**config.mk**
```make
export PLATFORM = sky130hd
export DESIGN_NAME = sra_ctrl
export DESIGN_NICKNAME = d
export VERILOG_FILES = /design/src/rtl/sra_pkg.sv /design/src/rtl/sra_classify.sv /design/src/rtl/sra_decode.sv /design/src/rtl/sra_bank.sv /design/src/rtl/sra_ctrl.sv
export SDC_FILE = /design/constraint.sdc
export NUM_CORES = 1
export LEC_CHECK = 0
export ABC_CLOCK_PERIOD_IN_PS = 2400
export BUFFER_PORTS_ARGS = -buffer_cell sky130_fd_sc_hd__buf_4
export CORE_ASPECT_RATIO = 1.25
export CORE_MARGIN = 2
export CORE_UTILIZATION = 48
export CTS_BUF_LIST = sky130_fd_sc_hd__clkbuf_4 sky130_fd_sc_hd__clkbuf_8
export CTS_CLUSTER_SIZE = 24
export DETAILED_ROUTE_END_ITERATION = 10
export PLACE_DENSITY = 0.82
export SLEW_MARGIN = 20
export SYNTH_ARGS = -nofsm -noshare
export SYNTH_HDL_FRONTEND = slang
export SYNTH_SLANG_ARGS = --single-unit
```
**constraint.sdc**
```tcl
create_clock -name clk -period 2.4 [get_ports clk]
set_input_delay 0.48 -clock clk [delete_from_list [all_inputs] [get_ports clk]]
set_output_delay 0.48 -clock clk [all_outputs]
set_load 0.1 [all_outputs]
```
**src/rtl/sra_pkg.sv**
```systemverilog
package sra_pkg;
  localparam int unsigned NUM_W  = 8;
  localparam int unsigned DATA_W = 32;

  typedef enum logic [1:0] {
    RGN_SUPER = 2'd0,
    RGN_OPEN  = 2'd1,
    RGN_VIRT  = 2'd2
  } region_e;
endpackage

```
**src/rtl/sra_classify.sv**
```systemverilog
module sra_classify
  import sra_pkg::*;
#(
  parameter int unsigned N_W     = 8,
  parameter int unsigned OPEN_LO = 128,
  parameter int unsigned VIRT_LO = 160
) (
  input  logic [N_W-1:0] num,
  input  logic           super_mode,
  output logic           allow
);
  localparam logic [N_W-1:0] OPEN_LO_V = N_W'(OPEN_LO);
  localparam logic [N_W-1:0] VIRT_LO_V = N_W'(VIRT_LO);

  region_e region;

  always_comb begin
    if (num >= VIRT_LO_V)      region = RGN_VIRT;
    else if (num >= OPEN_LO_V) region = RGN_OPEN;
    else                       region = RGN_SUPER;
  end

  always_comb begin
    unique case (region)
      RGN_SUPER: allow = super_mode;
      RGN_OPEN:  allow = 1'b1;
      default:   allow = 1'b0;
    endcase
  end
endmodule

```
**src/rtl/sra_decode.sv**
```systemverilog
module sra_decode #(
  parameter int unsigned N_REGS = 4,
  parameter int unsigned N_W    = 8,
  parameter logic [N_REGS*N_W-1:0] REG_NUMS = '0
) (
  input  logic [N_W-1:0]    num,
  output logic [N_REGS-1:0] hit,
  output logic              any_hit
);
  for (genvar g = 0; g < N_REGS; g++) begin : g_cmp
    assign hit[g] = (num == REG_NUMS[g*N_W +: N_W]);
  end
  assign any_hit = |hit;
endmodule

```
**src/rtl/sra_bank.sv**
```systemverilog
module sra_bank #(
  parameter int unsigned N_REGS = 4,
  parameter int unsigned D_W    = 32,
  parameter logic [N_REGS*D_W-1:0] REG_MASKS = '0
) (
  input  logic                  clk,
  input  logic                  rst_n,
  input  logic [N_REGS-1:0]     stb,
  input  logic [D_W-1:0]        wdata,
  output logic [N_REGS*D_W-1:0] q
);
  for (genvar g = 0; g < N_REGS; g++) begin : g_reg
    localparam logic [D_W-1:0] MASK = REG_MASKS[g*D_W +: D_W];
    logic [D_W-1:0] val;
    always_ff @(posedge clk or negedge rst_n) begin
      if (!rst_n)      val <= '0;
      else if (stb[g]) val <= wdata & MASK;
    end
    assign q[g*D_W +: D_W] = val & MASK;
  end
endmodule

```
**src/rtl/sra_ctrl.sv**
```systemverilog
module sra_ctrl
  import sra_pkg::*;
#(
  parameter int unsigned N_REGS  = 4,
  parameter int unsigned OPEN_LO = 128,
  parameter int unsigned VIRT_LO = 160,
  parameter logic [N_REGS*NUM_W-1:0]  REG_NUMS  = {8'h82, 8'h80, 8'h02, 8'h00},
  parameter logic [N_REGS*DATA_W-1:0] REG_MASKS = {32'h0000_00FF, 32'hFFFF_FFFF,
                                                    32'h0000_FFFF, 32'hFFFF_0000}
) (
  input  logic              clk,
  input  logic              rst_n,
  input  logic              req_valid,
  output logic              req_ready,
  input  logic [NUM_W-1:0]  req_num,
  input  logic              req_write,
  input  logic [DATA_W-1:0] req_wdata,
  input  logic              req_super,
  output logic [DATA_W-1:0] rsp_rdata,
  output logic              rsp_trap,
  output logic [N_REGS-1:0] wr_stb,
  output logic [DATA_W-1:0] wr_data
);
  logic                     allow;
  logic [N_REGS-1:0]        hit;
  logic                     any_hit;
  logic [N_REGS*DATA_W-1:0] q;
  logic                     go;

  sra_classify #(.N_W(NUM_W), .OPEN_LO(OPEN_LO), .VIRT_LO(VIRT_LO)) u_cls (
    .num(req_num), .super_mode(req_super), .allow(allow)
  );

  sra_decode #(.N_REGS(N_REGS), .N_W(NUM_W), .REG_NUMS(REG_NUMS)) u_dec (
    .num(req_num), .hit(hit), .any_hit(any_hit)
  );

  assign req_ready = 1'b1;
  assign rsp_trap  = req_valid & ~allow;
  assign go        = req_valid & allow & any_hit;
  assign wr_stb    = (go & req_write) ? hit : '0;

  always_comb begin
    rsp_rdata = '0;
    wr_data   = '0;
    for (int i = 0; i < N_REGS; i++) begin
      if (hit[i]) begin
        rsp_rdata = rsp_rdata | q[i*DATA_W +: DATA_W];
        wr_data   = wr_data | (req_wdata & REG_MASKS[i*DATA_W +: DATA_W]);
      end
    end
    if (!(go & ~req_write)) rsp_rdata = '0;
    if (!(go & req_write))  wr_data   = '0;
  end

  sra_bank #(.N_REGS(N_REGS), .D_W(DATA_W), .REG_MASKS(REG_MASKS)) u_bank (
    .clk(clk), .rst_n(rst_n), .stb(wr_stb), .wdata(req_wdata), .q(q)
  );
endmodule

```
==> out/qor.yml <==
ir_worst_vdd_mv: 0.3476
port_buffers: 113
finalSetupViolCount: 36
max_freq_mhz: 375.3
wire_per_inst_um: 20.40
synth_edf_count: 0
syn_area_per_cell_um2: 12.11
period_needed_ns: 2.664
hold_viol: 0
clk_latency_ns: 0.35
power_density_nw_per_um2: 416.6
worstMarginPinSlew_ns: 0.9842
pre_cts_ws_ns: -0.3413
switchingPower_uw: 670.2
cp_num_buf_inv: 3
start_util: 0.4893
clkPwrFrac: 0.411
switching_share: 0.2518
slew_headroom: 0.3431
htreeDepth: 3
regMostFlops: "u_bank.g.val"
hpwl_um: 6739
cp.required_ns: 1.92
cts_sinks: 72
pwr-share-seq: 0.473
crit_chain: "buf_6 -> or4b_4 -> or4_4 -> buf_12 -> nor2_4 -> buf_12"
drt_iter0_drc: 144
place_congestion: 0.7309
grt_pass1_vias: 3275
die_w_um: 83.49
finalWirelength_um: 11300
via_count: 3126
internal_power_uw: 1992
synthArstFlopShare: 1.000
core_um2: 7747
grt_max_degree: 73
slowest_delay_ns: 0.55
cts_buffers: 9
netlist_area_um2: 3791
crit_family: "simple AND/OR/NAND/NOR gates"
crit_arrival_ns: 2.18
clk_pin_slew_ns: 0.07
cts_tree: "done"
place_inst: 531
drtAntennaViolNets: 0
outcome: "finished with violations"
synth_seq_cells: 72
yosys_warnings: 0
clk_path_buf_depth: 2
die_y_um: 103.4
cp_slowest_cell: "or4_4"
top_regs: "u_bank.g.val x72"
combPwrFrac: 0.117
firstDrtPassIters: 4
via_per_inst: 5.643
synth_common_cells: "dfrtp_1, mux2_2, nor2_1"
grt.total_usage: 0.2509
synth_flop_cell: "dfrtp_1"
route.detailed.drc: 0
yosysMostFrequentCell: "dfrtp_1"
path_common_cell: "buf_12"
synth_nets: 358
num_io_pins: 115
drive_above_1_share: 0.7102
maxCapViolations: 0
synth_top_area_share: 0.4752
area_growth_pct: 68.55
rsz0062_at_grt: "true"
setup_slack_ns: -0.2642
hold_buffers: 0
drv_slew: 0
final_nets: 499
path_max_fanout: 16
grt_first_pass_wirelength_um: 16720
syn_inst: 313
ys_types: 34
min_path_type: "in -> async"
timing.rr.start: "u_bank.g_reg[2].val[27]"
die-area_um2: 8630
rows: 36
ff2ff_setup_slack_ns: 1.57
end_kind: "primary output"
fin_skew_ns: 0
antenna_found_initial: 0
largest_reg_flops: 72
n_antenna_cell: 0
worstSetupStartpoint: "req_num[5]"
period_share: 1.110
critPathKind: "in -> out"
p_leak_uw: 0.002894
clockRootBuffer: "clkbuf_8"
grt_overflow_total: 0
instances_no_fill: 554
violations: "setup timing"
ys_seq_area_frac: 0.4752
ys_top_cells_by_area: "dfrtp_1, mux2_2, mux2_4, mux2i_1, nor2_1"
synth_largest_area_cell: "dfrtp_1"
critPathLaunchType: "input port"
## stage by stage
stage	power, µW	hold slack [ns]	utilization	TNS [ns]	area [µm²]
after floorplan	1431	0.1844	-	-21.55	4365
after global placement	1573	0.4677	0.7035	-17.06	5450
after detailed placement	1582	0.4800	0.7035	-19.40	5450
after CTS	2674	0.2856	0.7975	-6.093	6178
after global routing	2755	0.3215	0.8248	-9.194	6390
final	2662	0.2505	0.8248	-7.722	6390
## power groups by stage
stage	logic [µW]	registers [µW]	clock network, µW
detailed placement	301	1280	0
finish	311	1260	1090
floorplan	155	1280	0
global placement	295	1280	0
CTS	306	1260	1110
global route	335	1260	1160
## path summary, 6_finish.rpt
path / end / depth (start not counted)
worst max-delay path: rsp_rdata[13] / 6
worst min-delay path: u_bank.g_reg[1].val[9] / 1
worst max register to register: u_bank.g_reg[2].val[27] / 1
worst min register to register: u_bank.g_reg[2].val[18] / 1
max in group asynchronous: u_bank.g_reg[0].val[19] / 1
min in group clk: u_bank.g_reg[0].val[26] / 2
## cell usage in the layout (no fill, tap or decap), drive strengths merged, types with 3 or more instances in the layout
cell type	netlist	routed
buf	12	150
mux2	80	80
dfrtp	72	72
nor2	35	35
nand2	17	17
nor3	17	17
mux2i	16	16
a22oi	16	16
and2	16	16
clkbuf	10	12
nor4	6	6
inv	1	3
## final cells by class
class | instances | area [µm²]
Clock buffer | 10 | 137.6
Clock inverter | 6 | 90.09
Fill cell | 408 | 1358
Inverter | 1 | 3.754
Multi-Input combinational cell | 218 | 2362
Sequential cell | 72 | 1802
Tap cell | 95 | 118.9
Timing Repair Buffer | 152 | 1876
## logic make-up (layout without fill, tap and decap cells)
| logic type | Yosys count | in the layout | share of synthesized area |
|---|---|---|---|
| buffers and inverters | 23 | 169 | 0.03993 |
| and+or+nand+nor | 103 | 103 | 0.1512 |
| DFF | 72 | 72 | 0.4752 |
| muxes | 96 | 96 | 0.2977 |
| AOI/OAI and AO/OA | 18 | 18 | 0.03498 |
| other | 1 | 1 | 0.0009891 |
## per-layer routing
| layer | vias up | GRT usage | part of all wire |
|---|---|---|---|
| li1 | 1395 | - | - |
| met1 | 1587 | 0.2994 | 0.39 |
| met2 | 124 | 0.4467 | 0.53 |
| met3 | 20 | 0.06190 | 0.056 |
| met4 | 0 | 0.09305 | 0.025 |
| met5 | - | 0 | 0 |
## timing repair
| action | CTS | global route |
|---|---|---|
| pin swaps | 11 | 9 |
| cloned | 1 | 1 |
| setup endpoints to repair | 50 | 62 |
| hold endpoints to repair | 0 | 0 |
| resized for setup | 110 | 48 |
| setup buffers | 2 | 4 |
(Power assumes the default switching activity.)
